===== src/rtl/fp32_mag_pkg.sv =====
package fp32_mag_pkg;

  localparam int EXP_W  = 8;
  localparam int FRAC_W = 23;
  localparam int GRD_W  = 7;
  localparam int WORD_W = 1 + EXP_W + FRAC_W;
  localparam int SIG_W  = FRAC_W + GRD_W + 1;

  // Which stage-two treatment a captured operand pair needs.
  typedef enum logic [1:0] {
    PATH_SPECIAL = 2'd0,
    PATH_EXACT   = 2'd1,
    PATH_ROUND   = 2'd2
  } path_e;

endpackage


===== src/rtl/fp32_mag_special.sv =====
// Detects infinity and NaN operands and forms their fixed result.
module fp32_mag_special #(
  parameter int EXP_W  = 8,
  parameter int FRAC_W = 23
) (
  input  logic [EXP_W+FRAC_W:0] opa,
  input  logic [EXP_W+FRAC_W:0] opb,
  output logic                  hit,
  output logic [EXP_W+FRAC_W:0] word
);

  localparam int MSB = EXP_W + FRAC_W;

  logic [EXP_W-1:0]  exp_a, exp_b;
  logic [FRAC_W-1:0] frc_a, frc_b;
  logic              top_a, top_b, nan_any, inf_sign;

  assign exp_a = opa[MSB-1 -: EXP_W];
  assign exp_b = opb[MSB-1 -: EXP_W];
  assign frc_a = opa[FRAC_W-1:0];
  assign frc_b = opb[FRAC_W-1:0];

  assign top_a   = &exp_a;
  assign top_b   = &exp_b;
  assign nan_any = (top_a && (|frc_a)) || (top_b && (|frc_b));
  assign hit     = top_a || top_b;

  // The sign comes from whichever operand is the infinity.
  assign inf_sign = top_a ? opa[MSB] : opb[MSB];

  always_comb begin
    if (nan_any) begin
      word = {1'b0, {EXP_W{1'b1}}, 1'b1, {(FRAC_W-1){1'b0}}};
    end else begin
      word = {inf_sign, {EXP_W{1'b1}}, {FRAC_W{1'b0}}};
    end
  end

endmodule


===== src/rtl/fp32_mag_align_sum.sv =====
// Sorts a finite operand pair onto the exact or the rounding path and
// produces either the finished word or a working significand with extra bits.
module fp32_mag_align_sum #(
  parameter int EXP_W  = 8,
  parameter int FRAC_W = 23,
  parameter int GRD_W  = 7
) (
  input  logic [EXP_W+FRAC_W:0]       opa,
  input  logic [EXP_W+FRAC_W-1:0]     mag_b,
  output logic                        exact_ok,
  output logic [EXP_W+FRAC_W:0]       exact_word,
  output logic [EXP_W-1:0]            exp_base,
  output logic [FRAC_W+GRD_W:0]       sig
);

  localparam int WORD_W = 1 + EXP_W + FRAC_W;
  localparam int SIG_W  = FRAC_W + GRD_W + 1;
  localparam int SHW    = $clog2(SIG_W);
  localparam int PAD_W  = WORD_W - FRAC_W - 1;
  localparam logic [EXP_W-1:0] EXP_NEAR_TOP = {{(EXP_W-1){1'b1}}, 1'b0};
  localparam logic [EXP_W-1:0] SIG_SPAN     = EXP_W'(SIG_W);
  localparam logic [SIG_W-1:0] HIDDEN_ONE   = {2'b01, {(SIG_W-2){1'b0}}};

  logic              sgn, swap;
  logic [EXP_W-1:0]  exp_a, exp_b, exp_l, exp_s, diff;
  logic [FRAC_W-1:0] frc_a, frc_b, frc_l, frc_s;
  logic [FRAC_W:0]   sub_sum;
  logic [FRAC_W+1:0] eq_sum;
  logic [SIG_W-1:0]  sig_big, sig_small, sig_jam, mag_sum, lost_mask;

  assign sgn   = opa[WORD_W-1];
  assign exp_a = opa[WORD_W-2 -: EXP_W];
  assign exp_b = mag_b[WORD_W-2 -: EXP_W];
  assign frc_a = opa[FRAC_W-1:0];
  assign frc_b = mag_b[FRAC_W-1:0];

  assign swap  = exp_b > exp_a;
  assign exp_l = swap ? exp_b : exp_a;
  assign exp_s = swap ? exp_a : exp_b;
  assign frc_l = swap ? frc_b : frc_a;
  assign frc_s = swap ? frc_a : frc_b;
  assign diff  = exp_l - exp_s;

  // Equal-exponent sums: plain fraction sum, and sum with both hidden ones.
  assign sub_sum = {1'b0, frc_a} + {1'b0, frc_b};
  assign eq_sum  = {1'b1, {(FRAC_W+1){1'b0}}} + {2'b00, frc_a} + {2'b00, frc_b};

  // Larger operand's hidden one is added separately with HIDDEN_ONE.
  assign sig_big = {2'b00, frc_l, {(GRD_W-1){1'b0}}};

  // A subnormal smaller operand is doubled to sit at effective exponent 1.
  always_comb begin
    if (exp_s != '0) begin
      sig_small = {2'b01, frc_s, {(GRD_W-1){1'b0}}};
    end else begin
      sig_small = {1'b0, frc_s, {GRD_W{1'b0}}};
    end
  end

  // Right shift with every discarded bit collapsed into bit 0.
  always_comb begin
    lost_mask = ~({SIG_W{1'b1}} << diff[SHW-1:0]);
    if (diff >= SIG_SPAN) begin
      sig_jam = {{(SIG_W-1){1'b0}}, |sig_small};
    end else begin
      sig_jam = (sig_small >> diff[SHW-1:0])
              | {{(SIG_W-1){1'b0}}, |(sig_small & lost_mask)};
    end
  end

  assign mag_sum = HIDDEN_ONE + sig_big + sig_jam;

  always_comb begin
    exact_ok   = 1'b0;
    exact_word = '0;
    exp_base   = exp_l;
    sig        = mag_sum;
    if (exp_a == exp_b) begin
      if (exp_a == '0) begin
        // Carry out of the fraction lands in the exponent field by addition.
        exact_ok   = 1'b1;
        exact_word = {sgn, {(WORD_W-1){1'b0}}} + {{PAD_W{1'b0}}, sub_sum};
      end else begin
        exp_base = exp_a;
        sig      = {eq_sum, {(GRD_W-1){1'b0}}};
        if (!eq_sum[0] && (exp_a < EXP_NEAR_TOP)) begin
          exact_ok   = 1'b1;
          exact_word = {sgn, exp_a, {FRAC_W{1'b0}}}
                     + {{PAD_W{1'b0}}, eq_sum[FRAC_W+1:1]};
        end
      end
    end else if (!mag_sum[SIG_W-1]) begin
      exp_base = exp_l - 1'b1;
      sig      = mag_sum << 1;
    end
  end

endmodule


===== src/rtl/fp32_mag_round_pack.sv =====
// Rounds the working significand to nearest-even and packs by addition.
module fp32_mag_round_pack #(
  parameter int EXP_W  = 8,
  parameter int FRAC_W = 23,
  parameter int GRD_W  = 7
) (
  input  logic                    sign,
  input  logic [EXP_W-1:0]        exp_base,
  input  logic [FRAC_W+GRD_W:0]   sig,
  output logic [EXP_W+FRAC_W:0]   word,
  output logic                    ovf,
  output logic                    inx
);

  localparam int SIG_W = FRAC_W + GRD_W + 1;
  localparam int Q_W   = SIG_W + 1 - GRD_W;
  localparam int PK_W  = EXP_W + FRAC_W + 2;
  localparam logic [SIG_W:0]   HALF_ULP = (SIG_W+1)'(1) << (GRD_W-1);
  localparam logic [GRD_W-1:0] TIE_PAT  = {1'b1, {(GRD_W-1){1'b0}}};
  localparam logic [EXP_W+1:0] EXP_LIM  = {2'b00, {EXP_W{1'b1}}};

  logic [SIG_W:0]   biased;
  logic [GRD_W-1:0] rbits;
  logic             tie;
  logic [Q_W-1:0]   q, q_rne;
  logic [PK_W-1:0]  packed_sum;

  assign rbits  = sig[GRD_W-1:0];
  assign tie    = (rbits == TIE_PAT);
  assign biased = {1'b0, sig} + HALF_ULP;
  assign q      = biased[SIG_W:GRD_W];
  assign q_rne  = {q[Q_W-1:1], q[0] & ~tie};

  // Significand bit 23 and above ripple into the exponent field.
  assign packed_sum = {2'b00, exp_base, {FRAC_W{1'b0}}}
                    + {{(PK_W-Q_W){1'b0}}, q_rne};

  assign ovf = packed_sum[PK_W-1 -: EXP_W+2] >= EXP_LIM;
  assign inx = (|rbits) || ovf;

  always_comb begin
    if (ovf) begin
      word = {sign, {EXP_W{1'b1}}, {FRAC_W{1'b0}}};
    end else begin
      word = {sign, packed_sum[EXP_W+FRAC_W-1:0]};
    end
  end

endmodule


===== src/rtl/fp32_mag_adder.sv =====
// Two-stage same-sign binary32 adder: classify and align, then round and pack.
module fp32_mag_adder
  import fp32_mag_pkg::*;
#(
  parameter int EXP_BITS  = EXP_W,
  parameter int FRAC_BITS = FRAC_W,
  parameter int GRD_BITS  = GRD_W
) (
  input  logic                          clk,
  input  logic                          rst_n,
  input  logic                          op_vld,
  input  logic [EXP_BITS+FRAC_BITS:0]   op_a,
  input  logic [EXP_BITS+FRAC_BITS:0]   op_b,
  output logic                          res_vld,
  output logic [EXP_BITS+FRAC_BITS:0]   res_word,
  output logic                          res_ovf,
  output logic                          res_inx
);

  localparam int WRD_W = 1 + EXP_BITS + FRAC_BITS;
  localparam int SG_W  = FRAC_BITS + GRD_BITS + 1;

  // Reset: asserted asynchronously, released on the clock.
  logic [1:0] rst_pipe;
  logic       rst_sync_n;

  always_ff @(posedge clk or negedge rst_n) begin
    if (!rst_n) rst_pipe <= 2'b00;
    else        rst_pipe <= {rst_pipe[0], 1'b1};
  end
  assign rst_sync_n = rst_pipe[1];

  // Stage one combinational results.
  logic             spec_hit, exact_ok;
  logic [WRD_W-1:0] spec_word, exact_word;
  logic [EXP_BITS-1:0] exp_base_d;
  logic [SG_W-1:0]  sig_d;

  fp32_mag_special #(.EXP_W(EXP_BITS), .FRAC_W(FRAC_BITS)) u_special (
    .opa  (op_a),
    .opb  (op_b),
    .hit  (spec_hit),
    .word (spec_word)
  );

  fp32_mag_align_sum #(.EXP_W(EXP_BITS), .FRAC_W(FRAC_BITS), .GRD_W(GRD_BITS)) u_align (
    .opa        (op_a),
    .mag_b      (op_b[WRD_W-2:0]),
    .exact_ok   (exact_ok),
    .exact_word (exact_word),
    .exp_base   (exp_base_d),
    .sig        (sig_d)
  );

  path_e            kind_d;
  logic [WRD_W-1:0] word_d;

  always_comb begin
    if (spec_hit) begin
      kind_d = PATH_SPECIAL;
      word_d = spec_word;
    end else if (exact_ok) begin
      kind_d = PATH_EXACT;
      word_d = exact_word;
    end else begin
      kind_d = PATH_ROUND;
      word_d = exact_word;
    end
  end

  // Stage one registers.
  logic                s1_vld;
  path_e               s1_kind;
  logic                s1_sign;
  logic [WRD_W-1:0]    s1_word;
  logic [EXP_BITS-1:0] s1_exp;
  logic [SG_W-1:0]     s1_sig;

  always_ff @(posedge clk or negedge rst_sync_n) begin
    if (!rst_sync_n) s1_vld <= 1'b0;
    else             s1_vld <= op_vld;
  end

  always_ff @(posedge clk) begin
    if (op_vld) begin
      s1_kind <= kind_d;
      s1_sign <= op_a[WRD_W-1];
      s1_word <= word_d;
      s1_exp  <= exp_base_d;
      s1_sig  <= sig_d;
    end
  end

  // Stage two: round, pack, select.
  logic [WRD_W-1:0] rp_word;
  logic             rp_ovf, rp_inx;

  fp32_mag_round_pack #(.EXP_W(EXP_BITS), .FRAC_W(FRAC_BITS), .GRD_W(GRD_BITS)) u_round (
    .sign     (s1_sign),
    .exp_base (s1_exp),
    .sig      (s1_sig),
    .word     (rp_word),
    .ovf      (rp_ovf),
    .inx      (rp_inx)
  );

  logic [WRD_W-1:0] res_word_d;
  logic             res_ovf_d, res_inx_d;

  always_comb begin
    if (s1_kind == PATH_ROUND) begin
      res_word_d = rp_word;
      res_ovf_d  = rp_ovf;
      res_inx_d  = rp_inx;
    end else begin
      res_word_d = s1_word;
      res_ovf_d  = 1'b0;
      res_inx_d  = 1'b0;
    end
  end

  always_ff @(posedge clk or negedge rst_sync_n) begin
    if (!rst_sync_n) begin
      res_vld  <= 1'b0;
      res_word <= '0;
      res_ovf  <= 1'b0;
      res_inx  <= 1'b0;
    end else begin
      res_vld <= s1_vld;
      if (s1_vld) begin
        res_word <= res_word_d;
        res_ovf  <= res_ovf_d;
        res_inx  <= res_inx_d;
      end
    end
  end

endmodule


===== config.mk =====
export PLATFORM = sky130hd
export DESIGN_NAME = fp32_mag_adder
export DESIGN_NICKNAME = d
export VERILOG_FILES = /design/src/rtl/fp32_mag_pkg.sv /design/src/rtl/fp32_mag_special.sv /design/src/rtl/fp32_mag_align_sum.sv /design/src/rtl/fp32_mag_round_pack.sv /design/src/rtl/fp32_mag_adder.sv
export SDC_FILE = /design/constraint.sdc
export NUM_CORES = 1
export LEC_CHECK = 0
export ABC_CLOCK_PERIOD_IN_PS = 2500
export BUFFER_PORTS_ARGS = -buffer_cell sky130_fd_sc_hd__buf_4
export CAP_MARGIN = 20
export CORE_ASPECT_RATIO = 0.8
export CORE_UTILIZATION = 55
export CTS_CLUSTER_DIAMETER = 40
export DETAILED_ROUTE_END_ITERATION = 10
export PLACE_DENSITY = 0.74
export SLEW_MARGIN = 20
export SYNTH_ARGS = -nofsm -noshare
export SYNTH_HDL_FRONTEND = slang
export SYNTH_SLANG_ARGS = --single-unit

===== constraint.sdc =====
create_clock -name clk -period 2.5 [get_ports clk]
set_input_delay 0.5 -clock clk [delete_from_list [all_inputs] [get_ports clk]]
set_output_delay 0.5 -clock clk [all_outputs]
set_load 0.01 [all_outputs]

==> results.toml, run 1 <==
[die]
start_util_pct = 56.8
die_x_um = 170
ios = 102
die_h_um = 136
rows = 48

[grt]
gr-total-overflow = 13
track_usage_pct = 64.8
grt_pass1_vias = 19254
grt_start_max_net_pins = 47
grt_pass1_wl_um = 112000

[clocking]
numClockSinks = 112
root_buffer = "clkbuf_16"
cts.path.max_buffers = 2
htreeDepth = 3
numCtsBuffers = 9

[synth]
synth_area_leaders = "edfxtp_1, mux2i_1, dfrtp_1"
async_flop_share_pct = 33.9
syn-num-nets = 1691
synth_seq_cells = 112
syn_inst = 1560
syn_area_um2 = 12400
synth_largest_area_cell = "edfxtp_1"
yosysTopAreaCellShare_pct = 17.9
avgSynthCellArea_um2 = 7.96
synth-seq-area-share_pct = 25.6
ys_types = 88
synth_ff_type = "edfxtp_1"
yosysWarnings = 0
synth_edf_count = 74

[placed_design]
place.gp.congestion = 1.05
port_buffers = 101
dpl.hpwl_um = 41600
dp_cells = 2354

[run_status]
status = "stopped before the end"
haltStage = "global routing"
firstError = "[ERROR GRT-0116] Global routing finished with congestion. Check the congestion regions in the DRC Viewer."
[per-layer routing]
layer | track usage (%) | GRT overflow
met1 | 69.1 | 0
met2 | 84.8 | 5
met3 | 41.3 | 0
met4 | 58.3 | 8
met5 | 25.4 | 0
[what timing repair did]
item                                    4_1_cts
buffers inserted                             61
hold buffers                                  1
pin swaps                                    89
endpoints found under the hold margin         2
resized for setup                           168
gates cloned                                  4
endpoints found under the setup margin      103
[stage by stage]
step / worst slack (ns) / instance area (µm²) / util (%) / setup TNS, ns / hold WS [ns]
floorplan: -4.77 / 13100 / - / -230.59 / 0.204
global placement: -4.13 / 17500 / 80.1 / -229.40 / 0.0298
detailed placement: -4.34 / 17500 / 80.1 / -245.55 / 0.0351
CTS: -3.62 / 19100 / 87.2 / -200.14 / 0.0419
[cells in the mapped netlist, drive strengths merged (16+ instances only)]
master and instances:
nand4 16, xor2 33, a21o 20, a21oi 143
a31oi 29, edfxtp 74, nor3 56, o21ai 71
and2 22, ha 61, mux2i 111, dfrtp 38
xnor2 43, nor4 19, nor2 149, nand3 45
and3 17, buf 27, inv 54, nand2 196
clkbuf 69, nor2b 21, a211oi 41
[cell families after synthesis]
logic type               after synthesis  share of synthesized area (%)
AND/OR/NAND/NOR                      585                           21.9
AO/OA/AOI/OAI                        435                           22.9
buffers and inverters                151                           5.01
multiplexers                         136                           12.6
flip-flops                           112                           25.6
XOR/XNOR                              76                           5.36
adder cells (fa/ha/maj)               64                           6.63
other                                  1                         0.0302
==> run 2: changes to the inputs <==
--- a/config.mk
+++ b/config.mk
@@ -8,11 +8,9 @@
 export ABC_CLOCK_PERIOD_IN_PS = 2500
 export BUFFER_PORTS_ARGS = -buffer_cell sky130_fd_sc_hd__buf_4
 export CAP_MARGIN = 20
-export CORE_ASPECT_RATIO = 0.8
-export CORE_UTILIZATION = 55
-export CTS_CLUSTER_DIAMETER = 40
+export CORE_UTILIZATION = 40
 export DETAILED_ROUTE_END_ITERATION = 10
-export PLACE_DENSITY = 0.74
+export PLACE_DENSITY_LB_ADDON = 0.15
 export SLEW_MARGIN = 20
 export SYNTH_ARGS = -nofsm -noshare
 export SYNTH_HDL_FRONTEND = slang
==> results.toml, run 2 <==
[run_status]
status = "finished with violations"
violations = "setup timing"

[sta]
maxSlewViolCount = 0
rsz0062_at_grt = "yes"
holdWs_ns = 0.278
timing.setup.tns_ns = -209.37
fmax_mhz = 160
slew_headroom_pct = 38.4
finalSetupViolCount = 92
worstMarginPinSlew_ns = 0.924
fin_worst_skew_ns = 0.00831
period_share_pct = 250
setup_ws_ns = -3.74
timing.final.crit_period_ns = 6.24
hold_violations = 0

[routing]
via_per_inst = 5.69
route.detailed.drc = 0
postRouteAntennaNets = 0
wl_per_cell_um = 20.3
drt_first_pass_iters = 5
dr_total_vias = 14654
routed_wl_um = 52200
drt_iter0_drc = 910

[synth]
muxShareOfSynthArea_pct = 12.6
synth_fa_ha_area_share_pct = 6.63
synth-xor-area-share_pct = 5.36
synthSimpleGateAreaFrac_pct = 21.9
ys_types = 88
async_flop_share_pct = 33.9
synth_top_family_by_area = "compound AO/OA/AOI/OAI gates"
avgSynthCellArea_um2 = 7.96
synth_ff_type = "edfxtp_1"
yosysMostFrequentCell = "nand2_1"
synth_edf_count = 74
yosysTopAreaCellShare_pct = 17.9
syn_area_um2 = 12400
synth_compound_area_share_pct = 22.9
syn-num-nets = 1691
synth_seq_cells = 112
synth-seq-area-share_pct = 25.6
synth_area_leaders = "edfxtp_1, mux2i_1, dfrtp_1"
yosysWarnings = 0
synth_common_cells = "nand2_1, nor2_1, a21oi_1"
syn_inst = 1560
synth_largest_area_cell = "edfxtp_1"

[critical_path]
cp.arrival_ns = 6.32
reg2reg_depth = 17
crit_buf_inv = 8
end_kind = "register"
worst_path_dominant_cell_family = "compound AO/OA/AOI/OAI gates"
critPathLaunchType = "input port"
critPathLaunch = "op_a[26]"
cpPeakStageDelay_ns = 0.56
crit_slowest_cell = "or4_4"
timing.rr.start = "s1_sig[10]"
crit_type = "input port to register"
cp.depth = 32
ff2ff_setup_slack_ns = -1.85
crit_fanout = 7
cp_common_cell = "buf_4"
critical_path_required_ns = 2.58

[placed_design]
port_buffers = 101
dpl.hpwl_um = 40400
place_ws_ns = -4.47
place.gp.congestion = 1.02

[clocking]
htreeDepth = 3
numClockSinks = 112
numCtsBuffers = 9
tritoncts = "built"
root_buffer = "clkbuf_16"
clk_latency_ns = 0.35
cts.path.max_buffers = 2
clk_pin_slew_worst_paths_ns = 0.07

[pwr]
power_switching_mw = 3.82
power.leakage_nw = 8.73
power.density_nw_per_um2 = 473
vdd.ir_drop.worst_mv = 0.330
pwr-share-seq_pct = 24.3
swShare_pct = 39.5
combPwrFrac_pct = 60.3
p_clk_share_pct = 15.3
intPower_mw = 5.84

[layout]
final_common_cell = "buf_4"
n_fill_cell = 2528
layout-drive-gt1-share_pct = 46.9
nets = 2307
final_cell_mix = "buf_4, nand2_1, nor2_1, mux2i_1, a21oi_1"
reg_top3 = "res_word x32, s1_word x32, s1_sig x31"
area_growth_pct = 64.2
antenna_cells = 0

[grt]
track_usage_pct = 32.5
antenna_found_initial = 0
grt_pass1_wl_um = 79600
grt_pass1_vias = 14403
grt_start_max_net_pins = 70
gr-total-overflow = 0

[die]
die_h_um = 178
start_util_pct = 40.6
rows = 64
ios = 102
coreArea_um2 = 30600
dieArea_um2 = 31800
die_x_um = 178

[hold_path]
hold_class = "register to async pin"

[run]
max_cap_violations = 0
## run 2: cell counts after synthesis
Identical to the previous run, type by type.
## run 2: what timing repair did
item | 4_1_cts | 5_1_grt
gates resized for setup | 162 | 170
setup buffers | 62 | 21
cloned | 7 | 0
pin swaps | 83 | 112
endpoints found under the hold margin | 2 | 0
hold buffers | 1 | 0
endpoints found under the setup margin | 103 | 103
## run 2: metal layers
| layer | track usage (%) | part of all wire, % |
|---|---|---|
| met1 | 42.6 | 43 |
| met2 | 55.2 | 48 |
| met3 | 3.11 | 4.9 |
| met4 | 11.7 | 3.9 |
| met5 | 0 | 0 |
## run 2: metrics by stage
step | total power [mW] | area [µm²] | instances | util [%]
final | 9.66 | 20400 | 2577 | 66.7
after global routing | 10.2 | 20400 | 2577 | 66.7
after CTS | 9.24 | 19600 | 2572 | 64.2
after detailed placement | 7.38 | 17900 | 2490 | 58.6
after global placement | 7.33 | 17900 | 2490 | 58.6
after floorplan | 4.97 | 13100 | 1560 | -
## run 2: worst paths after layout
kind,end
max,s1_sig[10]
min,res_word[7]
max reg2reg,res_word[3]
min reg2reg,res_word[7]
max in group asynchronous,s1_vld
min in group clk,rst_pipe[1]
## run 2: cell type report
type                    instances  area (µm²)  share of cell area [%]
clock buffers                  11         275                    1.35
clock inverters                 5        40.0                   0.196
inverters                      55         226                    1.11
multi-input cells            1299       10500                    51.5
flip-flops and latches        112        3170                    15.6
well taps                     396         495                    2.43
repair buffers                699        5680                    27.8
## run 2: worst register-to-register path, cell delays in order, from the launching register on
cell      delay (ns)
edfxtp_1        0.38
and3_4          0.23
nand3_4         0.08
or3_4           0.43
or4_4           0.58
xnor2_4         0.22
ha_4            0.16
inv_2           0.04
fa_2            0.47
nor2b_2         0.12
nand4_1         0.12
or4_1           0.52
o22ai_1         0.12
and2_4          0.25
buf_8           0.17
nor3_4          0.05
a21oi_2         0.16
a21oi_1         0.09
## run 2: power by group through the flow
stage | registers, mW | clock network, mW | logic, mW
global route | 2.38 | 1.57 | 6.23
global placement | 2.37 | 0 | 4.96
detailed placement | 2.38 | 0 | 5.00
CTS | 2.34 | 1.50 | 5.40
floorplan | 2.42 | 0 | 2.54
finish | 2.35 | 1.48 | 5.82
## run 2: kinds of logic after synthesis
kind of cell | Yosys count
mux | 136
simple gates | 585
buf+inv | 151
xor+xnor | 76
flops | 112
compound gates | 435
other cells | 1
fa+ha+maj | 64
(Power assumes the default switching activity.)
